### config.mk
export PLATFORM = sky130hd
export DESIGN_NAME = nfa_dual_matcher
export DESIGN_NICKNAME = d
export VERILOG_FILES = /design/src/rtl/nfa_pkg.sv /design/src/rtl/nfa_char_step.sv /design/src/rtl/nfa_state_reg.sv /design/src/rtl/nfa_match_reg.sv /design/src/rtl/nfa_dual_matcher.sv
export SDC_FILE = /design/constraint.sdc
export NUM_CORES = 1
export LEC_CHECK = 0
export BUFFER_PORTS_ARGS = -buffer_cell sky130_fd_sc_hd__buf_4
export CAP_MARGIN = 20
export CORE_AREA = 2 2 39 41
export DETAILED_ROUTE_END_ITERATION = 12
export DIE_AREA = 0 0 41 43
export SYNTH_ARGS = -nofsm -noshare
export SYNTH_HDL_FRONTEND = slang
export SYNTH_HIERARCHICAL = 1
export SYNTH_SLANG_ARGS = --single-unit
### constraint.sdc
create_clock -name clk -period 2.45 [get_ports clk]
set_clock_uncertainty 0.05 [all_clocks]
set_input_delay 0.245 -clock clk [delete_from_list [all_inputs] [get_ports clk]]
set_output_delay 0.245 -clock clk [all_outputs]
set_load 0.05 [all_outputs]
### src/rtl/nfa_pkg.sv
// Shared constants and the default pattern tables for the matcher.
// Assumes 8-bit characters; class masks are 256 bits, state i in slice i.
package nfa_pkg;
    localparam int CHAR_W  = 8;
    localparam int ALPHA_N = 1 << CHAR_W;

    // Build a membership mask covering the inclusive byte range lo..hi.
    function automatic logic [ALPHA_N-1:0] class_span(input int lo, input int hi);
        logic [ALPHA_N-1:0] m;
        for (int i = 0; i < ALPHA_N; i++) begin
            m[i] = (i >= lo) && (i <= hi);
        end
        return m;
    endfunction

    // Default pattern a[0-9]+b+ : state0 'a', state1 digits (loop), state2 'b' (loop).
    localparam int DEF_STATES = 3;
    localparam logic [DEF_STATES*ALPHA_N-1:0] DEF_CLASSES =
        {class_span(8'h62, 8'h62), class_span(8'h30, 8'h39), class_span(8'h61, 8'h61)};
    localparam logic [DEF_STATES-1:0] DEF_LOOPS = 3'b110;
endpackage

### src/rtl/nfa_char_step.sv
// One single-character transition stage of the automaton.
// State i turns on when the byte is in its class and either its predecessor
// (state i-1, or the always-armed entry for i == 0) or itself (loop flag) is on.
// When en is low the stage passes the vector through unchanged.
module nfa_char_step
    import nfa_pkg::*;
#(
    parameter int NSTATE = DEF_STATES,
    parameter logic [NSTATE*ALPHA_N-1:0] CLASSES = DEF_CLASSES,
    parameter logic [NSTATE-1:0] LOOPS = DEF_LOOPS
) (
    input  logic              en,
    input  logic [CHAR_W-1:0] ch,
    input  logic [NSTATE-1:0] cur,
    output logic [NSTATE-1:0] nxt
);
    genvar i;
    generate
        for (i = 0; i < NSTATE; i++) begin : g_state
            logic [ALPHA_N-1:0] cls;
            logic               hit;
            logic               entry;
            logic               keep;
            assign cls = CLASSES[i*ALPHA_N +: ALPHA_N];
            assign hit = cls[ch];
            if (i == 0) begin : g_first
                assign entry = 1'b1;
            end else begin : g_chain
                assign entry = cur[i-1];
            end
            assign keep = LOOPS[i] & cur[i];
            // Gate the stage: disabled lanes leave the state untouched.
            assign nxt[i] = en ? (hit & (entry | keep)) : cur[i];
        end
    endgenerate
endmodule

### src/rtl/nfa_state_reg.sv
// Holds the active-state vector. Loads on a valid beat, clears on a
// stream restart without data, otherwise keeps its value.
module nfa_state_reg #(
    parameter int NSTATE = 3
) (
    input  logic              clk,
    input  logic              rst_n,
    input  logic              load,
    input  logic              clr,
    input  logic [NSTATE-1:0] d,
    output logic [NSTATE-1:0] q
);
    // State register update with synchronous active-low reset.
    always_ff @(posedge clk) begin
        if (!rst_n)    q <= '0;
        else if (load) q <= d;
        else if (clr)  q <= '0;
    end
endmodule

### src/rtl/nfa_match_reg.sv
// Registers the per-lane accept hits of a beat; outputs are zero after
// any cycle without a valid beat.
module nfa_match_reg #(
    parameter int LANES = 2
) (
    input  logic             clk,
    input  logic             rst_n,
    input  logic             valid,
    input  logic [LANES-1:0] hits,
    output logic             match,
    output logic [LANES-1:0] match_lane
);
    // Output register for match flag and lane indicator.
    always_ff @(posedge clk) begin
        if (!rst_n) begin
            match      <= 1'b0;
            match_lane <= '0;
        end else begin
            match      <= valid & (|hits);
            match_lane <= valid ? hits : '0;
        end
    end
endmodule

### src/rtl/nfa_dual_matcher.sv
// Top: multi-character NFA matcher. LANES identical character stages are
// chained combinationally each cycle; lane 0 is earliest in the stream.
// Assumes in_odd disables every lane above 0 for that beat.
module nfa_dual_matcher
    import nfa_pkg::*;
#(
    parameter int NSTATE = DEF_STATES,
    parameter int LANES  = 2,
    parameter logic [NSTATE*ALPHA_N-1:0] CLASSES = DEF_CLASSES,
    parameter logic [NSTATE-1:0] LOOPS = DEF_LOOPS
) (
    input  logic                    clk,
    input  logic                    rst_n,
    input  logic                    in_valid,
    input  logic                    in_sos,
    input  logic                    in_odd,
    input  logic [LANES*CHAR_W-1:0] in_data,
    output logic                    match,
    output logic [LANES-1:0]        match_lane
);
    localparam int ACCEPT = NSTATE - 1;

    logic [NSTATE-1:0] state_q;
    logic [NSTATE-1:0] chain [LANES+1];
    logic [LANES-1:0]  lane_en;
    logic [LANES-1:0]  hits;

    // A restart with data processes the beat from an empty vector.
    assign chain[0] = in_sos ? '0 : state_q;

    genvar k;
    generate
        for (k = 0; k < LANES; k++) begin : g_lane
            if (k == 0) begin : g_l0
                assign lane_en[k] = 1'b1;
            end else begin : g_ln
                assign lane_en[k] = ~in_odd;
            end
            nfa_char_step #(
                .NSTATE (NSTATE),
                .CLASSES(CLASSES),
                .LOOPS  (LOOPS)
            ) u_step (
                .en (lane_en[k]),
                .ch (in_data[k*CHAR_W +: CHAR_W]),
                .cur(chain[k]),
                .nxt(chain[k+1])
            );
            assign hits[k] = lane_en[k] & chain[k+1][ACCEPT];
        end
    endgenerate

    nfa_state_reg #(.NSTATE(NSTATE)) u_state (
        .clk  (clk),
        .rst_n(rst_n),
        .load (in_valid),
        .clr  (in_sos),
        .d    (chain[LANES]),
        .q    (state_q)
    );

    nfa_match_reg #(.LANES(LANES)) u_match (
        .clk       (clk),
        .rst_n     (rst_n),
        .valid     (in_valid),
        .hits      (hits),
        .match     (match),
        .match_lane(match_lane)
    );
endmodule

==> flow_summary.json <==
{
  "outcome": "finished clean",
  "power_density_nw_per_um2": 354,
  "hp-class": "in2reg",
  "path_depth": 7,
  "drc": 0,
  "hpwl_um": 765,
  "ir_drop_uv": 237,
  "cts.path.max_buffers": 2,
  "first_pass_iters": 2,
  "vias_per_cell": 4.87,
  "rsz0062_at_grt": "false",
  "worst-path-max-fanout": 3,
  "track_usage": 0.116,
  "ant_nets": 0,
  "yosysSeqAreaShare": 0.287,
  "dieWidth_um": 41,
  "die_y_um": 43,
  "synth.ff_latch_count": 6,
  "syn_avg_cell_area_um2": 9.72,
  "grt_antenna_before_repair": 0,
  "critPathSlowestCell": "dfxtp_1",
  "setup_viol_count_final": 0,
  "rows": 14,
  "cts_resized": 0,
  "hold_viol_final": 0,
  "max-cap-violations": 0,
  "area_growth_pct": 55.1,
  "cts_htree_levels": 1,
  "wl_per_cell_um": 10.3,
  "grt_max_degree": 10,
  "holdWs_ns": 0.243,
  "fin_nets": 96,
  "fillers": 152,
  "ys_warn_count": 6,
  "syn-cell-area_um2": 418,
  "crit_buf_inv": 0,
  "start_kind": "flip-flop",
  "min_path_cells": 2,
  "fin_crit_sh": 0.598,
  "layout_commonest_cell": "buf_4",
  "die-area_um2": 1760,
  "cts_tree": "yes",
  "cts_hold_buf": 0,
  "ioPinCount": 24,
  "cp_slowest_stage_delay_ns": 0.31,
  "timing.final.max_slew_violations": 0,
  "tns_ns": 0,
  "critPathRequiredTime_ns": 2.59,
  "insertion_delay_ns": 0.24,
  "power_leakage_nw": 0.311,
  "postPlaceCellArea_um2": 626,
  "post_cts_buffers": 0,
  "max_freq_mhz": 682,
  "drive_above_1_share": 0.425,
  "synth_cells": 43,
  "critPathCaptureType": "flip-flop",
  "wirelength_um": 915,
  "start_util": 0.302,
  "cp_common_cell": "a21oi_1",
  "fp.coreArea_um2": 1380,
  "antennaDiodeCount": 0,
  "io_buffers": 23,
  "gp_congestion": 0.689,
  "period_minus_slack_ns": 1.47,
  "clkTransAtPathRegs_ns": 0.04,
  "vias": 433,
  "ctsRootBufferMaster": "clkbuf_4",
  "reg2reg_depth": 7,
  "drt_iter0_drc": 2,
  "overflow": 0,
  "grt_pass1_wl_um": 1390,
  "clkSinkCount": 6,
  "path_delay_family": "simple AND/OR/NAND/NOR gates",
  "stdcell_area_um2": 648,
  "path_class": "reg2reg",
  "grt_pass1_vias": 374,
  "synth_cell_types": 15,
  "arrival_ns": 1.60,
  "cts_buffers": 3,
  "most-common-layout-cells": "buf_4 (23), a21oi_1 (8), nor2b_1 (6), dfxtp_1 (6), conb_1 (5)",
  "crit_chain": "nor2b_1 > a21oi_1 > a21oi_1 > a21oi_1 > a21oi_1 > nor2b_1 > and3_2"
}
-- sequential cells by signal (all words and copies together), names as in the netlist --
signal,flops
u_state/q,3
u_match/match_lane,2
u_match/match,1
-- area by class of cell --
cell class	count	area, um^2	share of cell area
multi-input combinational	40	309	0.477
timing repair buffer	23	173	0.266
sequential	6	120	0.185
clock buffer	3	22.5	0.0347
tap	16	20.0	0.0309
inverter	1	3.75	0.00579
-- path summary, 6_finish.rpt --
path	slack [ns]	endpoint	start
min	0.24	u_state/q[0]	in_valid
max	0.98	u_match/match_lane[1]	u_state/q[1]
max reg2reg	0.98	u_match/match_lane[1]	u_state/q[1]
min reg2reg	0.57	u_state/q[0]	u_state/q[0]
-- layer usage --
| layer | vias to the layer above | share of wire | track usage |
|---|---|---|---|
| met3 | 0 | 0.051 | 0.0628 |
| met5 | - | 0 | 0 |
| met4 | 0 | 0 | 0.0200 |
| li1 | 227 | - | - |
| met2 | 11 | 0.47 | 0.178 |
| met1 | 195 | 0.48 | 0.139 |
-- power breakdown --
part	internal (mW)	switching, mW	total, mW
clock	0.0552	0.0332	0.0885
sequential	0.0981	0.00000826	0.0981
combinational	0.0268	0.0159	0.0427
total	0.180	0.0492	0.229
-- Yosys cell counts --
cell / number / area, um^2
a21oi_1: 8 / 40.0
a31o_1: 3 / 26.3
and3_1: 1 / 6.26
and3_2: 1 / 7.51
and4b_1: 2 / 20.0
and4bb_1: 3 / 37.5
conb_1: 1 / 3.75
dfxtp_1: 6 / 120
inv_1: 1 / 3.75
mux2_4: 2 / 30.0
nand4b_1: 4 / 35.0
nor2b_1: 6 / 37.5
nor4b_2: 2 / 30.0
o211a_1: 1 / 10.0
o21ai_0: 2 / 10.0
-- stage by stage --
step           worst slack [ns]  instances   util  power, mW
6_report                  0.984         89  0.468      0.229
3_5_place_dp              0.758         86  0.452      0.142
3_3_place_gp              0.751         86  0.452      0.142
4_1_cts                   0.972         89  0.468      0.234
2_1_floorplan              1.02         47      -      0.110
5_1_grt                   0.828         89  0.468      0.245
-- cells by family (layout without fill, tap and decap cells) --
logic type             after synthesis  count (layout)  share of synthesized area
AND/OR/NAND/NOR                     19              19                      0.416
AO/OA/AOI/OAI                       14              14                      0.207
flip-flops                           6               6                      0.287
multiplexers                         2               2                     0.0719
other                                1               5                    0.00897
buffers and inverters                1              27                    0.00897
Note: power is estimated with default switching activity, not from simulation.
